===== src/rtl/ep_dma_handshake.sv =====
module ep_dma_handshake #(
  parameter int NUM_EP    = 14,
  parameter int IDX_W     = 4,
  parameter int CNT_W     = 16,
  parameter int BURST_MAX = 16
) (
  input  logic              clk,
  input  logic              rst_n,
  input  logic              cfg_dma_en,
  input  logic [IDX_W-1:0]  cfg_ep_idx,
  input  logic [$clog2(BURST_MAX+1)-1:0] cfg_burst,
  input  logic              cfg_ack_only,
  input  logic              cfg_req_pol,
  input  logic              cfg_ack_pol,
  input  logic              cfg_eot_pol,
  input  logic              cnt_load,
  input  logic [CNT_W-1:0]  cnt_value,
  input  logic              done_clr,
  input  logic [NUM_EP-1:0] ep_dir,
  input  logic [NUM_EP-1:0] ep_data,
  input  logic [NUM_EP-1:0] ep_space,
  input  logic [NUM_EP-1:0] ep_short_last,
  input  logic [NUM_EP-1:0] ep_zlp,
  input  logic [IDX_W-1:0]  io_ep_idx,
  input  logic              io_rd,
  input  logic              io_wr,
  input  logic              bus_rd,
  input  logic              bus_wr,
  input  logic              dack,
  input  logic              eot_pin,
  output logic              dreq,
  output logic [IDX_W-1:0]  buf_sel,
  output logic              buf_rd,
  output logic              buf_wr,
  output logic [CNT_W-1:0]  dma_count,
  output logic              done
);
  localparam int BW       = $clog2(BURST_MAX + 1);
  localparam int IDX_BASE = 2;

  logic             req_q, done_q;
  logic [BW-1:0]    beat_q;
  logic [CNT_W-1:0] cnt_q;

  // target decode: code c -> status bit c-IDX_BASE
  logic [IDX_W-1:0] ep_k;
  logic sel_ok, sel_dir, sel_avail;
  assign ep_k      = cfg_ep_idx - IDX_W'(IDX_BASE);
  assign sel_ok    = (cfg_ep_idx >= IDX_W'(IDX_BASE)) &&
                     ({1'b0, ep_k} < (IDX_W+1)'(NUM_EP));
  assign sel_dir   = sel_ok & ep_dir[ep_k];
  assign sel_avail = sel_ok & (sel_dir ? ep_space[ep_k] : ep_data[ep_k]);

  logic ack_act, eot_act, armed, qual, dma_byte;
  assign ack_act  = (dack == cfg_ack_pol);
  assign eot_act  = (eot_pin == cfg_eot_pol);
  assign armed    = cfg_dma_en & sel_ok & ~done_q & (|cnt_q);
  assign qual     = cfg_ack_only | (sel_dir ? bus_wr : bus_rd);
  assign dma_byte = ack_act & armed & sel_avail & qual;

  logic [BW-1:0] blen;
  assign blen = (cfg_burst == '0) ? BW'(1) :
                (cfg_burst > BW'(BURST_MAX)) ? BW'(BURST_MAX) : cfg_burst;

  logic burst_end, cnt_end, short_end, zlp_end, pin_end, xfer_end;
  assign burst_end = dma_byte & ((beat_q + BW'(1)) == blen);
  assign cnt_end   = dma_byte & (cnt_q == CNT_W'(1));
  assign short_end = dma_byte & ~sel_dir & ep_short_last[ep_k];
  assign zlp_end   = armed & ~sel_dir & ep_zlp[ep_k];
  assign pin_end   = armed & ack_act & eot_act;
  assign xfer_end  = cnt_end | short_end | zlp_end | pin_end;

  always_ff @(posedge clk or negedge rst_n) begin
    if (!rst_n) begin
      req_q  <= 1'b0;
      done_q <= 1'b0;
      beat_q <= '0;
      cnt_q  <= '0;
    end else begin
      req_q <= armed & sel_avail & ~xfer_end & ~(burst_end & ~cfg_ack_only);
      if (xfer_end)     done_q <= 1'b1;
      else if (done_clr) done_q <= 1'b0;
      if (!armed || burst_end || xfer_end) beat_q <= '0;
      else if (dma_byte)                   beat_q <= beat_q + BW'(1);
      if (cnt_load)      cnt_q <= cnt_value;
      else if (dma_byte) cnt_q <= cnt_q - CNT_W'(1);
    end
  end

  assign dreq      = cfg_req_pol ? req_q : ~req_q;
  assign buf_sel   = ack_act ? cfg_ep_idx : io_ep_idx;
  assign buf_rd    = ack_act ? (dma_byte & ~sel_dir) : io_rd;
  assign buf_wr    = ack_act ? (dma_byte & sel_dir) : io_wr;
  assign dma_count = cnt_q;
  assign done      = done_q;

  assert_rdwr_excl_R3: assert property (@(posedge clk) disable iff (!rst_n)
    ack_act |-> !(buf_rd && buf_wr));
  assert_req_needs_enable_R4: assert property (@(posedge clk) disable iff (!rst_n)
    !cfg_dma_en |=> !req_q);
  assert_burst_gap_R6: assert property (@(posedge clk) disable iff (!rst_n)
    (burst_end && !cfg_ack_only) |=> !req_q);
  assert_count_done_R8: assert property (@(posedge clk) disable iff (!rst_n)
    (dma_byte && dma_count == CNT_W'(1) && !cnt_load) |=> (done_q && dma_count == '0));
  assert_pin_eot_R9: assert property (@(posedge clk) disable iff (!rst_n)
    (armed && ack_act && eot_act) |=> done_q);
  assert_done_sticky_R11: assert property (@(posedge clk) disable iff (!rst_n)
    (done_q && !done_clr) |=> done_q);
  assert_done_blocks_R11: assert property (@(posedge clk) disable iff (!rst_n)
    (done_q && ack_act) |-> !(buf_rd || buf_wr));
endmodule


===== config.mk =====
export PLATFORM = sky130hd
export DESIGN_NAME = ep_dma_handshake
export DESIGN_NICKNAME = d
export VERILOG_FILES = /design/src/rtl/ep_dma_handshake.sv
export SDC_FILE = /design/constraint.sdc
export NUM_CORES = 1
export LEC_CHECK = 0
export ABC_AREA = 1
export BUFFER_PORTS_ARGS = -buffer_cell sky130_fd_sc_hd__clkbuf_2
export CAP_MARGIN = 20
export CORE_ASPECT_RATIO = 0.6
export CORE_MARGIN = 2
export CORE_UTILIZATION = 42
export DETAILED_ROUTE_END_ITERATION = 12
export PLACE_DENSITY = 0.79
export SLEW_MARGIN = 25
export SYNTH_ARGS = -nofsm -noshare
export SYNTH_HDL_FRONTEND = slang
export SYNTH_SLANG_ARGS = --single-unit

===== constraint.sdc =====
create_clock -name clk -period 1.9 [get_ports clk]
set_input_delay 0.095 -clock clk [delete_from_list [all_inputs] [get_ports clk]]
set_output_delay 0.095 -clock clk [all_outputs]
set_load 0.01 [all_outputs]

# == Word-level counts from Yosys, hierarchy flattened ==
# Cells that the tools add are included.
# totals
reg_bits,23
latch_bits,0
ramBits,0
mem_bits_ro,0
input_bits,114
output_inout_bits,24
word_cells,78
mem_count,0
# classes
addsub,3
multipliers,0
div_mod_pow,0
n_lt_le_gt_ge,4
eq_ne,4
n_shift,0
muxes,24
bitwise_logic,30
reduce_logical,9
# ops
op,n
two-way mux 16 bit,2
bitwise AND 1 bit,20
binary-select mux 1 bit (select 4 bit),5
two-way mux 5 bit,4
equality test 16 x 1 -> 1 bit (second input constant),1
OR reduction 16 bit,1
subtractor 16 x 1 -> 16 bit (second input constant),1
two-way mux 1 bit,12
inverter 1 bit,6
nonzero test 2 bit,3
adder 5 x 1 -> 5 bit (second input constant),1
equality test 5 bit,1
> comparator 5 bit (second input constant),1
logical NOT 5 bit,1
less-than comparator 4 x 5 -> 1 bit (second input constant),1
>= comparator 4 x 2 -> 1 bit (second input constant),1
less-than comparator 4 bit (second input constant),1
two-way mux 4 bit,1
bitwise OR 1 bit,4
subtractor 4 x 2 -> 4 bit (second input constant),1
equality test 1 bit,2
logical OR 1 bit,2
logical AND 1 bit,1
logical NOT 1 bit,1

# == Depth between registers and ports, before layout ==
# logic_depth
word_depth,17
depth_mapped,19
ltp_nobuf,18

# == Worst setup path after synthesis ==
# No wires, ideal clock.
# synth_timing
path_type,register to register
startpoint,"register cnt_q[0], in the netlist dma_count[0]"
endpoint,"register cnt_q[5], in the netlist dma_count[5]"
setup_ns,0.074
t_arrival_ns,1.919
required_time_ns,1.826
slack_ns,-0.093
path_stages_with_launch,18
path_buffers,1
period_less_slack_ns,1.993
cell_sequence,dfrtp_1 -> inv_1 -> ha_1 -> nand2_1 -> nor2_1 -> inv_2 -> nor2_2 -> nand2_2 -> nor2_2 -> nor2_4 -> nand2_4 -> nor2_8 -> nand2_4 -> nand2_4 -> inv_4 -> buf_6 -> nand2_1 -> o21ai_2
# synth_between
elab_chain_len,6
word_cells_on_any_way,9
classes_between,add/sub: 1; mux: 2; bitwise: 4; reduce/logical: 2
# synth_lines
element,line_no,source
start: declaration,43,logic [CNT_W-1:0] cnt_q;
start signal: assignment,85,if (cnt_load) cnt_q <= cnt_value;
start signal: assignment,86,else if (dma_byte) cnt_q <= cnt_q - CNT_W'(1);
branches (longest 6 deep; another with subtractor 16 x 1 -> 16 bit),-,
# Several ways; the timed one is not identified. The select of a mux whose other input is x is not followed.
# A chain may end at the register's enable or synchronous reset.

# == Worst setup path after layout ==
# layout_timing
startpoint,"register cnt_q[0], in the netlist dma_count[0]"
endpoint,"register done_q, in the netlist done"
# layout_between
elab_chain_len,11
word_cells_on_any_way,17
classes_between,eq/ne: 1; mux: 1; bitwise: 13; reduce/logical: 2
# layout_lines
element,line_no,source
OR reduction 16 bit,57,assign armed = cfg_dma_en & sel_ok & ~done_q & (|cnt_q);
bitwise AND 1 bit,57,
bitwise AND 1 bit,"59, 70",
bitwise AND 1 bit (2 in a row),59,assign dma_byte = ack_act & armed & sel_avail & qual;
bitwise AND 1 bit (2 in a row),68,assign short_end = dma_byte & ~sel_dir & ep_short_last[ep_k];
bitwise OR 1 bit (2 in a row),71,assign xfer_end = cnt_end | short_end | zlp_end | pin_end;
bitwise OR 1 bit (*),71,
two-way mux 1 bit / nonzero test 2 bit (equally long branches),-,
end signal: assignment,76,done_q <= 1'b0;
end signal: assignment,81,if (xfer_end) done_q <= 1'b1;
end signal: assignment,82,else if (done_clr) done_q <= 1'b0;
end: declaration,41,"logic req_q, done_q;"
# Every way passes the cells marked *; elsewhere a longest branch is shown, timed or not.

==> reports/metrics.csv <==
metric,value,unit
via_per_inst,5.29,
arrival,2.32,ns
synthesis.area,0.00259,mm²
maxSlewViolCount,0,
setup_viol,25,
violations,setup timing,
ant_nets,0,
cts_tree,built,
critical_path.startpoint_type,flop,
rows,22,
fin_ws,-0.275,ns
fin_crit,2.17,ns
die_area,0.00683,mm²
gp_congestion,0.901,
clockBufferDepth,2,
drtIter0Drc,412,
antenna_found_initial,0,
fin_nets,722,
hp-class,primary input to flop,
tightest_slew,0.715,ns
synth_edf_count,0,
whs,0.0516,ns
gr-total-overflow,0,
seq_area_frac_synth,22.2,%
drc_errors,0,
rr_startpoint,dma_count[0],
slew_headroom,52.3,%
ys.flop_type,dfrtp_1,
path_class,flop to flop,
wl_per_cell,14.8,µm
min_from,cnt_value[14],
root_buffer,clkbuf_8,
r2r-end,done,
worst_ep_required_time,2.04,ns
cts_max_level,1,
r2r_setup_slack,-0.27,ns
status,"finished, violations left",
cts_buffers,3,
drive_above_1_share,43.5,%
grt_max_degree,26,
start_util,42.9,%
ir_drop,0.279,mV
track_usage,27.3,%
synth-warning-count,0,
die_x,105,µm
clk_latency,0.27,ns
final_common_cell,clkbuf_2,
hold_viol,0,
p_leak,2.13,nW
ys_async_sr_fraction,100,%
cp-endpoint,done,
portBuffers,137,
area_growth,55.1,%
firstDrtPassIters,7,
rsz0062_at_grt,true,
p_per_area,566,mW/mm²
finClkSkew,0.00196,ns
syn_inst,417,
wl,10100,µm
finalCritPeriodShare,114,%
fp.dieH,64.8,µm
via_count,3627,
syn_area_per_cell,6.21,µm²
ys_seq_elements,23,
grt_pass1_wl,15100,µm
num_io_pins,138,
final_cell_mix,"135 x clkbuf_2, 112 x nand2_1, 55 x nand3_1",
reg2reg_depth,17,
grt_pass1_vias,3342,
crit_path_start,dma_count[0],
clk_pin_slew,0.08,ns
core,0.00603,mm²
crit_fanout,3,
synthDistinctLibCells,41,
setup_tns,-4.94,ns
max_cap_violations,0,
syn-num-nets,536,
num_antenna_cells,0,
endpoint_kind,flop,
maxClockFrequency,460,MHz
post-dp-hpwl,6900,µm
clock-sinks,23,
[how the worst min path moves through the flow]
stage / end / cells after the start
floorplan: beat_q[0] / 0
global placement: dma_count[2] / 1
detailed placement: dma_count[5] / 1
CTS: done / 2
global route: done / 2
finish: dma_count[14] / 3
[sequential cells by signal (all words and copies together), names as in the netlist]
signal / cells
done: 1
dma_count: 16
req_q: 1
beat_q: 5
[critical path, stage by stage (launching register included)]
cell and delay [ns]:
dfrtp_1 0.41, inv_2 0.11, ha_4 0.14, nand2_2 0.05
nor2_2 0.11, inv_2 0.06, nor2_4 0.10, nand2_4 0.07
nor2_4 0.14, nor2_4 0.06, nand2_4 0.09, buf_4 0.11
nor2_1 0.03, a21oi_1 0.16, nand2_1 0.10, inv_2 0.10
buf_6 0.10, o211ai_1 0.09
[final cells by class]
cell class / instances / area, µm²
Clock buffer: 4 / 45.0
Multi-Input combinational cell: 328 / 1870
Fill cell: 500 / 2010
Tap cell: 84 / 105
Timing Repair inverter: 1 / 16.3
Timing Repair Buffer: 197 / 1200
Sequential cell: 23 / 576
Inverter: 49 / 204
[layer usage]
metal | vias up | part of all wire [%] | track usage (%)
li1 | 1733 | - | -
met1 | 1614 | 41 | 36.4
met2 | 231 | 45 | 45.9
met3 | 49 | 10 | 4.33
met4 | 0 | 3.9 | 7.83
met5 | - | 0 | 0
[cells by family after synthesis]
kind of cell / Yosys count / share of synthesized area [%]
xor gates and xnor gates: 12 / 4.06
adders and majority gates: 5 / 2.42
and+or+nand+nor: 235 / 42.1
buffers and inverters: 67 / 12.3
DFF: 23 / 22.2
AOI/OAI and AO/OA: 75 / 16.9
[synth_stat cells (2+ instances only)]
| cell type | instances | area (µm²) |
|---|---|---|
| o21ai_0 | 22 | 110 |
| a21oi_1 | 26 | 130 |
| clkbuf_1 | 4 | 15.0 |
| dfrtp_1 | 23 | 576 |
| inv_1 | 42 | 158 |
| nand2_1 | 118 | 443 |
| buf_2 | 6 | 30.0 |
| nand3_1 | 56 | 280 |
| nand4_1 | 3 | 18.8 |
| buf_6 | 6 | 67.6 |
| o21ai_1 | 5 | 25.0 |
| o22ai_1 | 2 | 12.5 |
| xnor2_1 | 5 | 43.8 |
| nand2_4 | 3 | 33.8 |
| xor2_1 | 7 | 61.3 |
| inv_2 | 5 | 18.8 |
| nor2_2 | 2 | 12.5 |
| nor2_4 | 2 | 22.5 |
| nor2_1 | 30 | 113 |
| ha_1 | 5 | 62.6 |
| or2_2 | 2 | 12.5 |
| nand2_2 | 6 | 37.5 |
| o211ai_1 | 9 | 67.6 |
| nand3_2 | 2 | 20.0 |
| buf_4 | 2 | 15.0 |
| nor3_1 | 4 | 20.0 |
| o21ai_2 | 6 | 52.6 |
[through the flow]
step                      area, µm²  util, %  power, mW  setup slack [ns]  std cells
after global placement         3660     60.8       1.71           -0.0798        664
final                          4020     66.6       2.27            -0.275        686
after detailed placement       3660     60.8       1.74            -0.182        664
after CTS                      3890     64.6       2.14            -0.171        681
after floorplan                2640        -       1.24           0.00214        417
after global routing           4020     66.6       2.40            -0.369        686
[power by group]
| group | leakage (nW) | switching [mW] | internal (mW) | total, mW |
|---|---|---|---|---|
| clock network | 0.0228 | 0.171 | 0.151 | 0.321 |
| registers | 0.293 | 0.0588 | 0.557 | 0.616 |
| logic | 1.82 | 0.745 | 0.591 | 1.34 |
| total | 2.13 | 0.975 | 1.30 | 2.27 |
[timing repair]
item	in CTS	in global routing
hold buffers	1	0
endpoints found under the setup margin	22	25
hold endpoints to repair	23	0
resized for setup	21	28
setup buffers	10	6
cloned	2	0
pin swaps	7	8
Note: power is estimated with default switching activity, not from simulation.
